[src/rtl/mpc_pkg.sv]
package mpc_pkg;
  localparam int PG_W      = 4;
  localparam int WIN_SEL_W = 2;

  // primary register fields
  localparam int P_RAM_W   = 3;
  localparam int P_SHADOW  = 3;
  localparam int P_ROM_LO  = 4;
  localparam int P_LOCK    = 5;

  // secondary register fields
  localparam int S_RAM0    = 0;
  localparam int S_ROM_HI  = 1;
  localparam int S_ALT_MID = 2;
  localparam int S_TURBO   = 3;
  localparam int S_BASIC   = 5;
  localparam int S_SCL     = 6;
  localparam int S_SDA     = 7;

  localparam logic [PG_W-1:0] BK_SCR_NORM = 4'd5;
  localparam logic [PG_W-1:0] BK_SCR_ALT  = 4'd7;
  localparam logic [PG_W-1:0] BK_FIXED    = 4'd2;
  localparam logic [PG_W-1:0] BK_LOW_BASE = 4'd8;
  localparam logic [PG_W-1:0] BK_EXTRA    = 4'd9;

  typedef struct packed {
    logic            is_rom;
    logic [PG_W-1:0] page;
  } map_t;
endpackage

[src/rtl/mpc_sync.sv]
module mpc_sync #(
  parameter int STAGES = 2
) (
  input  logic clk,
  input  logic rst,
  input  logic d,
  output logic q
);
  generate
    if (STAGES == 0) begin : g_pass
      assign q = d;
    end else begin : g_chain
      logic [STAGES-1:0] chain;
      always_ff @(posedge clk) begin
        if (rst) chain <= '1;
        else     chain <= {chain[STAGES-2+((STAGES==1)?1:0):0] , d} >> ((STAGES==1)?0:0);
      end
      assign q = chain[STAGES-1];
    end
  endgenerate
endmodule

[src/rtl/mpc_io.sv]
module mpc_io
  import mpc_pkg::*;
#(
  parameter int              ADDR_W   = 16,
  parameter int              DATA_W   = 8,
  parameter logic [ADDR_W-1:0] PRI_ADDR = 16'h7FFD,
  parameter logic [ADDR_W-1:0] SEC_ADDR = 16'h1FFD
) (
  input  logic [ADDR_W-1:0] io_addr,
  input  logic              iorq_n,
  input  logic              rd_n,
  input  logic              wr_n,
  input  logic [DATA_W-1:0] pri_q,
  input  logic [S_SCL-1:0]  sec_lo,
  input  logic              lvl_scl,
  input  logic              lvl_sda,
  output logic              wr_pri,
  output logic              wr_sec,
  output logic [DATA_W-1:0] rdata,
  output logic              rdata_en
);
  logic hit_pri, hit_sec, basic_mode, io_wr, io_rd;

  assign hit_pri    = (io_addr == PRI_ADDR);
  assign hit_sec    = (io_addr == SEC_ADDR);
  assign basic_mode = sec_lo[S_BASIC];
  assign io_wr      = !iorq_n && !wr_n;
  assign io_rd      = !iorq_n && !rd_n && !basic_mode;

  assign wr_pri = io_wr && hit_pri && !pri_q[P_LOCK];
  assign wr_sec = io_wr && hit_sec && !basic_mode;

  always_comb begin
    rdata    = '0;
    rdata_en = 1'b0;
    if (io_rd && hit_pri) begin
      rdata    = pri_q;
      rdata_en = 1'b1;
    end else if (io_rd && hit_sec) begin
      rdata[S_SCL-1:0] = sec_lo;
      rdata[S_SCL]     = lvl_scl;
      rdata[S_SDA]     = lvl_sda;
      rdata_en         = 1'b1;
    end
  end
endmodule

[src/rtl/mpc_xlate.sv]
module mpc_xlate
  import mpc_pkg::*;
(
  input  logic [WIN_SEL_W-1:0] win_sel,
  input  logic [P_RAM_W-1:0]   top_bank,
  input  logic                 rom_lo,
  input  logic                 rom_hi,
  input  logic                 low_ram,
  input  logic                 alt_mid,
  output map_t                 map,
  output logic                 contended
);
  localparam int NWIN = 1 << WIN_SEL_W;

  map_t win_map [NWIN];

  generate
    for (genvar w = 0; w < NWIN; w++) begin : g_win
      if (w == 0) begin : g_low
        always_comb begin
          if (low_ram) begin
            win_map[w].is_rom = 1'b0;
            win_map[w].page   = BK_LOW_BASE | {{(PG_W-1){1'b0}}, rom_hi};
          end else begin
            win_map[w].is_rom = 1'b1;
            win_map[w].page   = {{(PG_W-2){1'b0}}, rom_hi, rom_lo};
          end
        end
      end else if (w == 1) begin : g_scr
        always_comb begin
          win_map[w].is_rom = 1'b0;
          win_map[w].page   = alt_mid ? BK_EXTRA : BK_SCR_NORM;
        end
      end else if (w == 2) begin : g_fix
        always_comb begin
          win_map[w].is_rom = 1'b0;
          win_map[w].page   = BK_FIXED;
        end
      end else begin : g_top
        always_comb begin
          win_map[w].is_rom = 1'b0;
          win_map[w].page   = {{(PG_W-P_RAM_W){1'b0}}, top_bank};
        end
      end
    end
  endgenerate

  assign map       = win_map[win_sel];
  assign contended = !map.is_rom && ((map.page == BK_FIXED) || (map.page == BK_SCR_NORM));
endmodule

[src/rtl/mem_page_ctrl.sv]
module mem_page_ctrl
  import mpc_pkg::*;
#(
  parameter int                ADDR_W      = 16,
  parameter int                DATA_W      = 8,
  parameter logic [ADDR_W-1:0] PRI_ADDR    = 16'h7FFD,
  parameter logic [ADDR_W-1:0] SEC_ADDR    = 16'h1FFD,
  parameter int                SYNC_STAGES = 2
) (
  input  logic              clk,
  input  logic              rst,
  input  logic [ADDR_W-1:0] cpu_addr,
  input  logic [DATA_W-1:0] cpu_wdata,
  input  logic              iorq_n,
  input  logic              rd_n,
  input  logic              wr_n,
  output logic [DATA_W-1:0] cpu_rdata,
  output logic              cpu_rdata_en,
  output logic [PG_W-1:0]   mem_page,
  output logic              mem_is_rom,
  output logic              mem_contended,
  output logic [PG_W-1:0]   disp_page,
  output logic              turbo_clk,
  input  logic              scl_in,
  input  logic              sda_in,
  output logic              scl_pull_low,
  output logic              sda_pull_low
);
  logic [DATA_W-1:0] pri_q, sec_q;
  logic              wr_pri, wr_sec;
  logic              lvl_scl, lvl_sda;
  map_t              cur_map;

  always_ff @(posedge clk) begin
    if (rst) begin
      pri_q <= '0;
      sec_q <= '0;
    end else begin
      if (wr_pri) pri_q <= cpu_wdata;
      if (wr_sec) sec_q <= cpu_wdata;
    end
  end

  logic [1:0] line_raw, line_sync;
  assign line_raw = {sda_in, scl_in};

  generate
    for (genvar i = 0; i < 2; i++) begin : g_line
      mpc_sync #(.STAGES(SYNC_STAGES)) u_sync (
        .clk (clk),
        .rst (rst),
        .d   (line_raw[i]),
        .q   (line_sync[i])
      );
    end
  endgenerate

  assign lvl_scl = line_sync[0];
  assign lvl_sda = line_sync[1];

  mpc_io #(
    .ADDR_W   (ADDR_W),
    .DATA_W   (DATA_W),
    .PRI_ADDR (PRI_ADDR),
    .SEC_ADDR (SEC_ADDR)
  ) u_io (
    .io_addr  (cpu_addr),
    .iorq_n   (iorq_n),
    .rd_n     (rd_n),
    .wr_n     (wr_n),
    .pri_q    (pri_q),
    .sec_lo   (sec_q[S_SCL-1:0]),
    .lvl_scl  (lvl_scl),
    .lvl_sda  (lvl_sda),
    .wr_pri   (wr_pri),
    .wr_sec   (wr_sec),
    .rdata    (cpu_rdata),
    .rdata_en (cpu_rdata_en)
  );

  mpc_xlate u_xlate (
    .win_sel   (cpu_addr[ADDR_W-1 -: WIN_SEL_W]),
    .top_bank  (pri_q[P_RAM_W-1:0]),
    .rom_lo    (pri_q[P_ROM_LO]),
    .rom_hi    (sec_q[S_ROM_HI]),
    .low_ram   (sec_q[S_RAM0]),
    .alt_mid   (sec_q[S_ALT_MID]),
    .map       (cur_map),
    .contended (mem_contended)
  );

  assign mem_page     = cur_map.page;
  assign mem_is_rom   = cur_map.is_rom;
  assign disp_page    = pri_q[P_SHADOW] ? BK_SCR_ALT : BK_SCR_NORM;
  assign turbo_clk    = sec_q[S_TURBO];
  assign scl_pull_low = !sec_q[S_BASIC] && !sec_q[S_SCL];
  assign sda_pull_low = !sec_q[S_BASIC] && !sec_q[S_SDA];
endmodule

[config.mk]
export PLATFORM = sky130hd
export DESIGN_NAME = mem_page_ctrl
export DESIGN_NICKNAME = d
export VERILOG_FILES = /design/src/rtl/mpc_pkg.sv /design/src/rtl/mpc_sync.sv /design/src/rtl/mpc_io.sv /design/src/rtl/mpc_xlate.sv /design/src/rtl/mem_page_ctrl.sv
export SDC_FILE = /design/constraint.sdc
export NUM_CORES = 1
export LEC_CHECK = 0
export BUFFER_PORTS_ARGS = -buffer_cell sky130_fd_sc_hd__buf_2
export CORE_MARGIN = 8
export CORE_UTILIZATION = 42
export DETAILED_ROUTE_END_ITERATION = 10
export MAX_ROUTING_LAYER = met4
export PLACE_DENSITY = 0.78
export REMOVE_ABC_BUFFERS = 1
export SLEW_MARGIN = 30
export SYNTH_ARGS = -nofsm -noshare
export SYNTH_HDL_FRONTEND = slang
export SYNTH_SLANG_ARGS = --single-unit
[constraint.sdc]
create_clock -name clk -period 3.31 [get_ports clk]
set_clock_uncertainty 0.2 [all_clocks]
set_input_delay 0.993 -clock clk [delete_from_list [all_inputs] [get_ports clk]]
set_output_delay 0.993 -clock clk [all_outputs]
set_load 0.03 [all_outputs]
==> results.yml, run 1 <==
pwr:
  p_clk_share_pct: 38.2
  powerDensity_mw_per_mm2: 314
  p_comb_share_pct: 15.4
  p_int_uw: 403
  leakage_nw: 0.707
  p_sw_uw: 122
  power_uw: 524
  power_switching_share_pct: 23.2
  vdd_drop_max_uv: 294
  power_frac_seq_pct: 46.4
sta:
  fin_ws_ps: -266
  drv_slew: 0
  timing.final.crit_share_pct: 108
  fmax_mhz: 280
  rsz0062_at_grt: "yes"
  hold_viol: 0
  fin_crit_ps: 3580
  finalSetupViolations: 10
  maxSlewHeadroom_pct: 45.1
  tns_ps: -2000
  tightest_slew_ps: 818
synthesis:
  synth_common_cells: "dfxtp_1, a21oi_1, nand4_1"
  synthArstFlopShare_pct: 0
  synthCells: 128
  synth-edff-count: 0
  synth_area_mm2: 0.00116
  synth_area_leader_cell: "dfxtp_1"
  synth-seq-cells: 20
  synth_ff_type: "dfxtp_1"
  synth.distinct_cells: 34
  netlist.area_leader.share_pct: 34.6
  yosysWarnings: 0
  yosysMostFrequentCell: "dfxtp_1"
  avgSynthCellArea_um2: 9.04
  synth.area.top_cells: "dfxtp_1, nand4_1, a21oi_1, a22o_1, o21ai_0"
  ys_seq_area_share_pct: 34.6
grt:
  grt_use_total_pct: 16.8
  met1_usage_pct: 17.6
  grt_max_degree: 21
  use_met2_pct: 29.7
  grt_pass1_wl_um: 5830
  antenna_found_initial: 0
  grtUsageMet3_pct: 3.72
  top_usage_layer: "met2"
  grt.overflow.total: 0
  grt_pass1_vias: 1271
floorplanning:
  rows: 19
  core_area_mm2: 0.00269
  dieWidth_um: 68.5
  start_util_pct: 43.1
  die_h_um: 68.5
  ios: 53
  die_area_mm2: 0.00469
clock_network:
  cts_made_buffers: 3
  cts_max_level: 1
  clock_latency_ps: 310
  ctsHoldBuffers: 0
  clockBufferDepth: 2
  clkSinkCount: 20
  tritoncts: "yes"
  clkTransAtPathRegs_ps: 120
  ctsRootBufferMaster: "clkbuf_4"
route:
  vias: 1257
  drt_pre_antenna_iters: 4
  drtIter0Drc: 38
  wl_per_cell_um: 17.0
  remaining_drc_errors: 0
  viasPerCell: 5.71
  ant_nets: 0
  wirelength_um: 3740
critical_path:
  cp_max_fo: 7
  required_ps: 2120
  crit_type: "in -> out"
  critPathArrivalTime_ps: 2380
  critical_path.startpoint_type: "input pin"
  cp-end-kind: "primary output"
flow_run:
  cap_violations: 0
place:
  port_buffers: 49
  dpl_cell_area_mm2: 0.00149
  dp_hpwl_um: 2830
  place.gp.congestion: 0.786
  pre_cts_ws_ps: -325
outcome:
  outcome: "finished with violations"
  violations: "setup timing"
layout:
  final_util_pct: 62.1
  final_nets: 221
  fin_area_mm2: 0.00167
  area_growth_pct: 44.1
  antennaDiodeCount: 0
  layout-drive-gt1-share_pct: 49.2
worst_hold_path:
  min_path_type: "reg -> reg"
metal layers:
layer	part of all wire, %	routed length, µm
met1	37	1390
met2	52	1960
met3	8.4	314
met4	1.9	72
met5	0	0
timing repair:
action                     in CTS  in global routing
pin swaps                       2                  5
gates resized for setup        24                  7
setup endpoints to repair      10                 10
setup buffers                   2                  1
path summary, 6_finish.rpt:
check                                                                   from  cells after the start  slack [ps]                                           end
worst max-delay path                                             cpu_addr[1]                      7        -270                                  cpu_rdata[6]
worst min-delay path            g_line[0].u_sync.g_chain.chain[0]$_SDFF_PP1_                      1         220  g_line[0].u_sync.g_chain.chain[1]$_SDFF_PP1_
worst min register to register  g_line[0].u_sync.g_chain.chain[0]$_SDFF_PP1_                      1         220  g_line[0].u_sync.g_chain.chain[1]$_SDFF_PP1_
worst max register to register                         pri_q[5]$_SDFFE_PP0P_                      3        1750                         pri_q[7]$_SDFFE_PP0P_
registers in the layout, summed over array words and instances (netlist names):
name	count
sec_q	8
g_line.u_sync.g_chain.chain	4
pri_q	8
cells in the final DEF, fill, tap and decap left out, types with 2 or more instances in the layout:
cell	n
nor3_4	3
nor2_1	5
or4_4	2
conb_1	3
nand2_1	2
nand3b_1	3
buf_6	13
dfxtp_1	20
buf_4	16
or2_2	4
a41oi_1	2
or3_4	3
a22o_1	8
nand2b_1	2
inv_1	2
o21ai_0	14
a21oi_1	15
clkbuf_4	3
buf_2	37
nand4_1	15
critical path: stages:
cell and delay, ps:
buf_6 90, nand4b_4 150, or4_4 470, nor3_4 200, buf_6 140, a22o_1 180
buf_6 140
kinds of logic after synthesis:
kind of cell    share of synthesized area [%]
compound gates                           22.8
buf+inv                                  6.49
flops                                    34.6
mux                                      1.84
other cells                             0.649
simple gates                             33.6
metrics by stage:
step | cells | hold slack [ps]
after floorplan | 118 | 189
after global placement | 213 | 195
after detailed placement | 213 | 195
after CTS | 219 | 222
after global routing | 220 | 238
final | 220 | 222
layout make-up:
class                           count  area [µm²]
Fill cell                         240        1020
Sequential cell                    20         400
Timing Repair Buffer               67         467
Tap cell                           31        38.8
Multi-Input combinational cell     96         702
Clock buffer                        3        22.5
Clock inverter                      1        30.0
Inverter                            2        7.51
power by group through the flow:
| stage | Sequential (mW) | Combinational [mW] | Clock, mW |
|---|---|---|---|
| 6_report | 0.243 | 0.0807 | 0.200 |
| 5_1_grt | 0.243 | 0.0863 | 0.209 |
| 4_1_cts | 0.243 | 0.0759 | 0.201 |
| 2_1_floorplan | 0.249 | 0.0291 | 0 |
| 3_3_place_gp | 0.249 | 0.0697 | 0 |
| 3_5_place_dp | 0.249 | 0.0725 | 0 |
(Power assumes the default switching activity.)
==> run 2: changes to the inputs <==
--- a/config.mk
+++ b/config.mk
@@ -8,2 +8,3 @@
 export BUFFER_PORTS_ARGS = -buffer_cell sky130_fd_sc_hd__buf_2
+export CORE_ASPECT_RATIO = 0.7
 export CORE_MARGIN = 8
@@ -11,2 +12,3 @@
 export DETAILED_ROUTE_END_ITERATION = 10
+export HOLD_SLACK_MARGIN = 0.1
 export MAX_ROUTING_LAYER = met4
==> constraint.sdc (replaced) <==
create_clock -name clk -period 3.31 [get_ports clk]
set_clock_uncertainty 0.2 [all_clocks]
set_input_delay 0.331 -clock clk [delete_from_list [all_inputs] [get_ports clk]]
set_output_delay 0.331 -clock clk [all_outputs]
set_load 0.03 [all_outputs]
==> run 2 against run 1 <==
- the flow now finishes without violations
- global-route usage shrank 1.6 points
- utilization shrank 8.1 points
- sequential share of layout area grew 3.4 points
- final cell count shrank 5.0%
- non-clock buffer count shrank 16
- final area shrank 13%
- combinational power shrank 19%
- flip-flop and latch count is the same
- via count shrank 5.9%
- critical path depth shrank 3
- sequential power is essentially flat
- setup slack gained 1000 ps
- largest cell class unchanged
==> results.yml, run 2 (synthesis results as in run 1) <==
clock_network:
  post_cts_resized: 0
  clock_latency_ps: 260
  cts_max_level: 1
  clockBufferDepth: 2
  clkSinkCount: 20
  ctsRootBufferMaster: "clkbuf_8"
  clkTransAtPathRegs_ps: 80
  cts_made_buffers: 3
  tritoncts: "yes"
sta:
  fmax_mhz: 388
  drv_slew: 0
  timing.final.crit_share_pct: 77.9
  tns_ps: 0
  hold_viol: 0
  tightest_slew_ps: 830
  fin_crit_ps: 2580
  rsz0062_at_grt: "no"
  finalSetupViolations: 0
  maxSlewHeadroom_pct: 44.3
critical_path:
  worstSetupStartpoint: "sec_q[5]$_SDFFE_PP0P_"
  regToRegSetupSlack_ps: 1790
  critPathArrivalTime_ps: 2050
  cpMaxStageDelayCell: "or4_4"
  max_stage_delay_ps: 610
  r2r-end: "pri_q[2]$_SDFFE_PP0P_"
  critical_path.startpoint_type: "register"
  cp_cell_sequence: "or4_4 -> nor3_4 -> a22o_1 -> buf_2"
  required_ps: 2780
  reg2reg_from: "pri_q[5]$_SDFFE_PP0P_"
  cp_max_fo: 8
  crit_type: "reg -> out"
  rr_worst_depth: 3
  cp-end-kind: "primary output"
pwr:
  power_switching_share_pct: 24.5
  p_int_uw: 374
  leakage_nw: 0.613
  power_uw: 495
  p_clk_share_pct: 37.6
  power_frac_seq_pct: 49.2
  p_sw_uw: 121
  p_comb_share_pct: 13.3
  vdd_drop_max_uv: 270
  powerDensity_mw_per_mm2: 339
floorplanning:
  start_util_pct: 42.8
  die_h_um: 59.9
  die_area_mm2: 0.00472
  ios: 53
  rows: 16
  dieWidth_um: 78.7
  core_area_mm2: 0.00270
layout:
  fillers: 265
  area_growth_pct: 26.1
  mostFrequentLayoutCells: "buf_2, dfxtp_1, a21oi_1"
  multi_input_area_um2: 686
  mostFrequentLayoutCell: "buf_2"
  antennaDiodeCount: 0
  layout-drive-gt1-share_pct: 41.0
  final_nets: 205
  final-seq-area_um2: 400
  largest_registers: "pri_q: 8 flops, sec_q: 8 flops, g_line.u_sync.g_chain.chain: 4 flops"
  final_util_pct: 54.0
route:
  vias: 1183
  drt_pre_antenna_iters: 4
  ant_nets: 0
  drtIter0Drc: 57
  wirelength_um: 3470
  wl_per_cell_um: 16.6
  viasPerCell: 5.66
  remaining_drc_errors: 0
worst_hold_path:
  min_path_type: "in -> reg"
  hold_depth: 3
  hold_end: "pri_q[6]$_SDFFE_PP0P_"
  min_from: "cpu_wdata[6]"
grt:
  grt_pass1_wl_um: 5620
  grt.overflow.total: 0
  grt_pass1_vias: 1180
  grt_max_degree: 21
  grt_use_total_pct: 15.2
  antenna_found_initial: 0
place:
  place.gp.congestion: 0.794
  port_buffers: 49
  dp_hpwl_um: 2680
outcome:
  outcome: "finished clean"
flow_run:
  cap_violations: 0
## run 2: changes by cell type in the layout (fill, tap and decap cells not counted), sizes merged
| cell | delta |
|---|---|
| buf | -18 |
| bufinv | -1 |
| clkbuf | +1 |
| dlygate4sd3 | +2 |
## run 2: through the flow
stage	hold slack, ps	setup slack [ps]	cell area, µm²	std cells
2_1_floorplan	189	909	1090	118
3_3_place_gp	195	927	1380	203
3_5_place_dp	200	903	1380	203
4_1_cts	138	734	1460	209
5_1_grt	143	632	1460	209
6_report	142	733	1460	209
## run 2: what timing repair did
item / in CTS / in global routing
buffers inserted: 0 / 0
endpoints found under the hold margin: 2 / 0
hold buffers: 2 / 0
## run 2: cell type report
cell class | count | area share (%)
Multi-Input combinational cell | 96 | 47.0
Tap cell | 36 | 3.09
Clock buffer | 4 | 3.77
Timing Repair Buffer | 51 | 18.2
Sequential cell | 20 | 27.4
Inverter | 2 | 0.515
## run 2: worst max-delay path by stage
stage | slack, ps | depth (start not counted) | to
floorplan | 910 | 4 | mem_contended
global placement | 930 | 6 | cpu_rdata[7]
detailed placement | 900 | 6 | cpu_rdata[3]
CTS | 730 | 4 | cpu_rdata[3]
global route | 630 | 4 | cpu_rdata[6]
finish | 730 | 4 | cpu_rdata[3]
## run 2: power groups by stage
stage | clock, mW | sequential (mW) | combinational [mW]
final | 0.186 | 0.243 | 0.0657
after global routing | 0.201 | 0.243 | 0.0711
after CTS | 0.190 | 0.243 | 0.0652
after detailed placement | 0 | 0.249 | 0.0633
after global placement | 0 | 0.249 | 0.0606
after floorplan | 0 | 0.249 | 0.0291
## run 2: critical path: cells and delay by family, from the launching register on
kind                   cells  cell delay, ps
buffers and inverters      1             200
AO/OA/AOI/OAI              1             210
AND/OR/NAND/NOR            2            1000
flip-flops                 1             390
## run 2: metal layers
| layer | wire [µm] | part of all wire, % | track usage, % |
|---|---|---|---|
| met2 | 1600 | 46 | 24.2 |
| met5 | 0 | 0 | - |
| met4 | 87 | 2.5 | 4.99 |
| met1 | 1420 | 41 | 17.5 |
| met3 | 363 | 10 | 5.71 |
